**src/rtl/aoi_pkg.sv**
```systemverilog
package aoi_pkg;
   typedef enum logic [1:0] {
      DEF_NONE     = 2'b00,
      DEF_B_MAJ    = 2'b01,
      DEF_B_ONLY   = 2'b10,
      DEF_OUT_CELL = 2'b11
   } defect_e;

   typedef enum logic {
      SET_DISP = 1'b0,
      SET_PIN  = 1'b1
   } tset_e;

   localparam int GATE_IN_W = 5;
   localparam int DISP_LEN  = 2;
   localparam int PIN_LEN   = 4;

   function automatic logic maj3(input logic x, input logic y, input logic z);
      return (x & y) | (x & z) | (y & z);
   endfunction
endpackage

```
**src/rtl/aoi_gate_core.sv**
```systemverilog
module aoi_gate_core
   import aoi_pkg::*;
#(
   parameter int  IN_W           = 5,
   parameter bit  ENABLE_DEFECTS = 1'b1
) (
   input  logic [IN_W-1:0] gin,
   input  logic [1:0]      mode,
   output logic            gout
);
   if (IN_W != GATE_IN_W) begin : g_bad_width
      $error("aoi_gate_core: IN_W must be 5");
   end

   logic a, b, c, d, e;
   logic inner, ff_out;

   assign a = gin[4];
   assign b = gin[3];
   assign c = gin[2];
   assign d = gin[1];
   assign e = gin[0];

   assign inner  = maj3(~a, b, ~c);
   assign ff_out = maj3(inner, d, e);

   if (ENABLE_DEFECTS) begin : g_defects
      always_comb begin
         unique case (defect_e'(mode))
            DEF_NONE:     gout = ff_out;
            DEF_B_MAJ:    gout = maj3(b, d, e);
            DEF_B_ONLY:   gout = b;
            DEF_OUT_CELL: gout = (~d & ~e) |
                                 ((~d | ~e) & ((~a & b) | (b & ~c) | (~a & ~b & ~c)));
            default:      gout = ff_out;
         endcase
      end
   end else begin : g_clean
      logic unused_mode;
      assign unused_mode = ^mode;
      assign gout = ff_out;
   end
endmodule

```
**src/rtl/aoi_vec_source.sv**
```systemverilog
module aoi_vec_source
   import aoi_pkg::*;
#(
   parameter int IN_W  = 5,
   parameter int IDX_W = 2
) (
   input  logic            set_sel,
   input  logic [IDX_W-1:0] idx,
   output logic [IN_W-1:0] vec,
   output logic            last
);
   if (IN_W != GATE_IN_W) begin : g_bad_width
      $error("aoi_vec_source: IN_W must be 5");
   end
   if ((1 << IDX_W) < PIN_LEN) begin : g_bad_idx
      $error("aoi_vec_source: IDX_W too small");
   end

   always_comb begin
      vec  = '0;
      last = 1'b0;
      if (tset_e'(set_sel) == SET_DISP) begin
         vec  = (idx == IDX_W'(0)) ? 5'b00000 : 5'b00001;
         last = (idx == IDX_W'(DISP_LEN - 1));
      end else begin
         unique case (idx)
            IDX_W'(0): vec = 5'b01110;
            IDX_W'(1): vec = 5'b00101;
            IDX_W'(2): vec = 5'b00000;
            default:   vec = 5'b00001;
         endcase
         last = (idx == IDX_W'(PIN_LEN - 1));
      end
   end
endmodule

```
**src/rtl/aoi_test_seq.sv**
```systemverilog
module aoi_test_seq #(
   parameter int IDX_W = 2
) (
   input  logic             clk,
   input  logic             rst_n,
   input  logic             start,
   input  logic             sel,
   input  logic             last,
   input  logic             mismatch,
   output logic             busy,
   output logic             done,
   output logic             detect,
   output logic             sel_q,
   output logic [IDX_W-1:0] idx
);
   always_ff @(posedge clk) begin
      if (!rst_n) begin
         busy   <= 1'b0;
         done   <= 1'b0;
         detect <= 1'b0;
         sel_q  <= 1'b0;
         idx    <= '0;
      end else if (!busy && start) begin
         busy   <= 1'b1;
         done   <= 1'b0;
         detect <= 1'b0;
         sel_q  <= sel;
         idx    <= '0;
      end else if (busy) begin
         if (mismatch) detect <= 1'b1;
         if (last) begin
            busy <= 1'b0;
            done <= 1'b1;
            idx  <= '0;
         end else begin
            idx <= idx + IDX_W'(1);
         end
      end
   end

   assert_busy_done_excl_R8: assert property (@(posedge clk) disable iff (!rst_n)
      !(busy && done));

   assert_run_ends_done_R7: assert property (@(posedge clk) disable iff (!rst_n)
      (busy && last) |=> (!busy && done));

   assert_detect_sticky_R9: assert property (@(posedge clk) disable iff (!rst_n)
      (busy && detect) |=> detect);

   assert_start_ignored_R10: assert property (@(posedge clk) disable iff (!rst_n)
      (busy && !last && start) |=> (busy && $stable(sel_q)));
endmodule

```
**src/rtl/aoi_bist_gate.sv**
```systemverilog
module aoi_bist_gate
   import aoi_pkg::*;
#(
   parameter int IN_W           = 5,
   parameter bit ENABLE_DEFECTS = 1'b1
) (
   input  logic            clk,
   input  logic            rst_n,
   input  logic [IN_W-1:0] in_vec,
   input  logic [1:0]      defect_sel,
   input  logic            test_start,
   input  logic            test_sel,
   output logic            f_out,
   output logic            test_busy,
   output logic            test_done,
   output logic            test_detect
);
   localparam int IDX_W = $clog2(PIN_LEN);

   if (IN_W != GATE_IN_W) begin : g_bad_width
      $error("aoi_bist_gate: IN_W must be 5");
   end

   logic [IDX_W-1:0] idx;
   logic [IN_W-1:0]  test_vec, gate_in;
   logic             last, sel_q, dut_f, ref_f;

   aoi_vec_source #(.IN_W(IN_W), .IDX_W(IDX_W)) u_src (
      .set_sel(sel_q), .idx(idx), .vec(test_vec), .last(last)
   );

   assign gate_in = test_busy ? test_vec : in_vec;

   aoi_gate_core #(.IN_W(IN_W), .ENABLE_DEFECTS(ENABLE_DEFECTS)) u_dut (
      .gin(gate_in), .mode(defect_sel), .gout(dut_f)
   );

   aoi_gate_core #(.IN_W(IN_W), .ENABLE_DEFECTS(1'b0)) u_ref (
      .gin(gate_in), .mode(DEF_NONE), .gout(ref_f)
   );

   aoi_test_seq #(.IDX_W(IDX_W)) u_seq (
      .clk(clk), .rst_n(rst_n), .start(test_start), .sel(test_sel),
      .last(last), .mismatch(dut_f ^ ref_f),
      .busy(test_busy), .done(test_done), .detect(test_detect),
      .sel_q(sel_q), .idx(idx)
   );

   assign f_out = dut_f;

   always_comb begin
      if (!test_busy && defect_sel == 2'b00 && !in_vec[4] && !in_vec[1])
         assert_or_and_reduce_R6: assert (f_out == (in_vec[0] && (in_vec[3] || !in_vec[2])));
   end
endmodule

```
**config.mk**
```make
export PLATFORM = sky130hd
export DESIGN_NAME = aoi_bist_gate
export DESIGN_NICKNAME = d
export VERILOG_FILES = /design/src/rtl/aoi_pkg.sv /design/src/rtl/aoi_gate_core.sv /design/src/rtl/aoi_vec_source.sv /design/src/rtl/aoi_test_seq.sv /design/src/rtl/aoi_bist_gate.sv
export SDC_FILE = /design/constraint.sdc
export NUM_CORES = 1
export LEC_CHECK = 0
export BUFFER_PORTS_ARGS = -buffer_cell sky130_fd_sc_hd__buf_2
export CELL_PAD_IN_SITES_DETAIL_PLACEMENT = 0
export CELL_PAD_IN_SITES_GLOBAL_PLACEMENT = 1
export CORE_UTILIZATION = 33
export CTS_CLUSTER_SIZE = 10
export DETAILED_ROUTE_END_ITERATION = 8
export PLACE_DENSITY = 0.74
export SETUP_SLACK_MARGIN = 0.02
export SYNTH_ARGS = -nofsm -noshare
export SYNTH_HDL_FRONTEND = slang
export SYNTH_SLANG_ARGS = --single-unit
```
**constraint.sdc**
```tcl
create_clock -name clk -period 1.9 [get_ports clk]
set_input_delay 0.19 -clock clk [delete_from_list [all_inputs] [get_ports clk]]
set_output_delay 0.19 -clock clk [all_outputs]
set_load 0.01 [all_outputs]
```
==> summary.txt <==
Status
  – Status: complete, but fails checks
  – Failing checks: negative setup slack

Die
  – Overall die height: approximately 44 um
  – # rows: 14
  – Core area: roughly 1600 um2
  – Top Ports: 15
  – Starting Density: about 37%
  – Die span in x: ~44 um
  – Die area: 1980 um2

Job
  – Number of max-cap violations: 0

Logic synthesis
  – Ys flop type: dfxtp_1
  – Seq/Total Area, Yosys: 20.2%
  – Number of synthesized flops with an enable pin: 0
  – Syn_area_per_cell: roughly 8.0 um2
  – Syn_nets: between 80 and 90
  – Yosys warns: 0
  – Async SR Flop Fraction: 0%
  – FF+latch count, synth: 6
  – Synth cell types: 37
  – Synthesized area: about 600 um2
  – Syn Inst Count: 74

Timing
  – Period utilisation layout: 110%
  – Slew HR: 73.7%
  – Final setup fails: 2
  – Worst-Margin Slew: 0.393 ns
  – Max Clock Skew: approximately 0.00063 ns
  – Final Hold Viols: 0
  – Slew Viols, Final: 0
  – RSZ-0062 raised after global routing: yes
  – Final min period: around 2.1 ns
  – Post-route setup slack: -0.190 ns
  – Fmax: between 0.4 and 0.5 GHz

Placed design
  – Placed Instance Area: 749 um2
  – Port-buffer cells: 14
  – GP Congestion: about 0.74
  – Dpl hpwl: between 1 and 1.5 mm

Power
  – Total power: about 0.43 mW
  – Peak VDD IR: about 0.00031 V
  – Leakage: between 0.3 and 0.4 nW
  – Pwr Density: ~530 nW/um2
  – Logic pwr share: around 40%
  – Flop pwr share: 33.2%
  – P_sw: roughly 0.13 mW
  – Design internal power: around 0.30 mW
  – Clk pwr share: 26.8%
  – Switching Share: 30.7%

CTS
  – CTS tree: built
  – Clock sinks: 6
  – Clock Tree Root: clkbuf_4
  – Clock Latency Late Sink: ~0.24 ns
  – CTS H-tree depth: 1
  – CTS buffer count: 3
  – Clock tree buffer depth: 2
  – Hold buffers post-CTS: 0
  – Clk slew on worst S/H paths: 0.04 ns

Critical path
  – Worst endpoint required time: 1.71 ns
  – Reg2reg path depth: 8
  – CP arrival: ~1.9 ns
  – Crit path max fanout: 4
  – Top Family by Delay on Critical Path: compound AO/OA/AOI/OAI gates
  – CP max stage delay: 0.36 ns
  – CP cell instances: inv_4 > ha_4 > and3b_1 > a221o_1 > a221o_2 > o21ai_1 > buf_2
  – Slowest stage cell, crit path: a221o_1
  – Nature of the critical path endpoint: output port
  – Worst setup path class: reg -> out
  – Reg-to-reg endpoint: u_seq.detect
  – R2r setup slk: -0.06 ns
  – Number of buffers and inverters on the critical path: 2
  – Worst setup SP type: flip-flop
  – Critical R2R Launch: u_seq.idx[1]

Routing
  – Drt via density: slightly above 5
  – Vias post-DR: 630
  – Routed len/inst: ~12 um
  – WL final: 1.45 mm
  – Drt pass-1 iters: 4
  – ANT nets after route: 0
  – Residual DRC count: 0
  – Initial drt markers: 5

Final layout
  – Design area: about 800 um2
  – Number of diodes: 0
  – Synth-to-Final Area Change: 38.0%
  – Nets@finish: between 100 and 150
  – Layout cell share with drive strength beyond 1: a little over 40%

GRT
  – GR Util All Layers: 16.0%
  – Total gr overflow: 0
  – Pin count of the biggest net entering global routing: 14
  – Initial antenna violation count: 0
  – Vias in the first global route: approximately 570
  – First-pass GRT wire length: approximately 2.3 mm

Worst hold path
  – Hold depth: 3
  – Hold_sp: test_sel
  – Hold Crit Class: in -> reg
  – Hold path endpoint: u_seq.sel_q
-- metrics by stage --
stage,setup TNS (ns),instances,util (%),hold slack (ns),setup slack [ns]
6_report,-0.248,124,51.6,0.217,-0.190
5_1_grt,-0.348,124,51.6,0.220,-0.247
2_1_floorplan,0,74,-,0.318,0.0438
3_3_place_gp,-0.00355,115,47.0,0.459,-0.00355
3_5_place_dp,-0.0233,115,47.0,0.465,-0.0233
4_1_cts,-0.249,123,50.9,0.210,-0.198
-- cells in the mapped netlist (3+ instances only) --
master,number,area (um2)
nand2_1,6,22.5
nand2b_1,3,18.8
nor2b_1,5,31.3
mux2i_1,3,30.0
dfxtp_1,6,120
o2111ai_1,4,35.0
nor2_1,6,22.5
inv_1,3,11.3
o21ai_0,3,15.0
ha_1,3,37.5
-- area by class of cell --
| class | count | area, um2 |
|---|---|---|
| fillers | 153 | 772 |
| multi-input cells | 61 | 465 |
| repair buffers | 27 | 168 |
| flip-flops and latches | 6 | 123 |
| well taps | 24 | 30.0 |
| clock buffers | 3 | 22.5 |
| inverters | 3 | 13.8 |
-- sequential cells by signal, summed over array words and instances (netlist names) --
register      cells
u_seq.busy        1
u_seq.sel_q       1
u_seq.done        1
u_seq.detect      1
u_seq.idx         2
-- per-layer routing --
| metal | share of wire (%) | up-vias | wire [um] | GRT usage [%] |
|---|---|---|---|---|
| met1 | 50 | 279 | 724 | 19.9 |
| met5 | 0 | - | 0 | 0 |
| li1 | - | 334 | - | - |
| met4 | 0 | 0 | 0 | 9.09 |
| met3 | 3.9 | 0 | 56 | 2.45 |
| met2 | 46 | 17 | 670 | 26.2 |
-- power groups by stage --
| stage | clock network, mW | registers, mW | logic, mW |
|---|---|---|---|
| after floorplan | 0 | 0.145 | 0.108 |
| after global placement | 0 | 0.146 | 0.158 |
| after detailed placement | 0 | 0.145 | 0.157 |
| after CTS | 0.125 | 0.143 | 0.171 |
| after global routing | 0.131 | 0.145 | 0.189 |
| final | 0.116 | 0.144 | 0.173 |
-- cells in the final DEF (no fill, tap or decap), types with 3 or more instances in the layout --
cell and instances:
nand2b_1 3, mux2i_1 3, buf_4 13, buf_2 14, dfxtp_1 4, nand2_1 6
nor2_1 6, nor2b_1 5, o2111ai_1 4, clkbuf_4 3
-- how the worst max path moves through the flow --
stage                             from            to  slack, ns  depth (start not counted)
final                     u_seq.idx[1]         f_out      -0.19                          7
after global routing      u_seq.idx[1]         f_out      -0.25                          7
after CTS                 u_seq.idx[1]         f_out      -0.20                          7
after detailed placement  u_seq.idx[1]  u_seq.detect      -0.02                          7
after global placement    u_seq.idx[1]  u_seq.detect     -0.004                          7
after floorplan           u_seq.idx[1]  u_seq.detect       0.04                          7
-- tightest hold or removal path, stage by stage --
cell	delay, ns
buf_2	0.07
mux2i_1	0.05
nor2b_1	0.10
-- logic make-up (layout without fill, tap and decap cells) --
| kind of cell | Yosys count | in the layout | synth area share [%] |
|---|---|---|---|
| flip-flops | 6 | 6 | 20.2 |
| adder cells (fa/ha/maj) | 3 | 3 | 6.30 |
| multiplexers | 5 | 5 | 9.45 |
| buffers and inverters | 7 | 33 | 5.67 |
| AO/OA/AOI/OAI | 24 | 24 | 33.0 |
| AND/OR/NAND/NOR | 29 | 29 | 25.4 |
-- timing repair --
item,CTS,global route
cloned,0,0
setup buffers,5,1
endpoints found under the setup margin,2,2
gates resized for setup,3,1
pin swaps,2,2
Power figures use the tool's default switching activity.
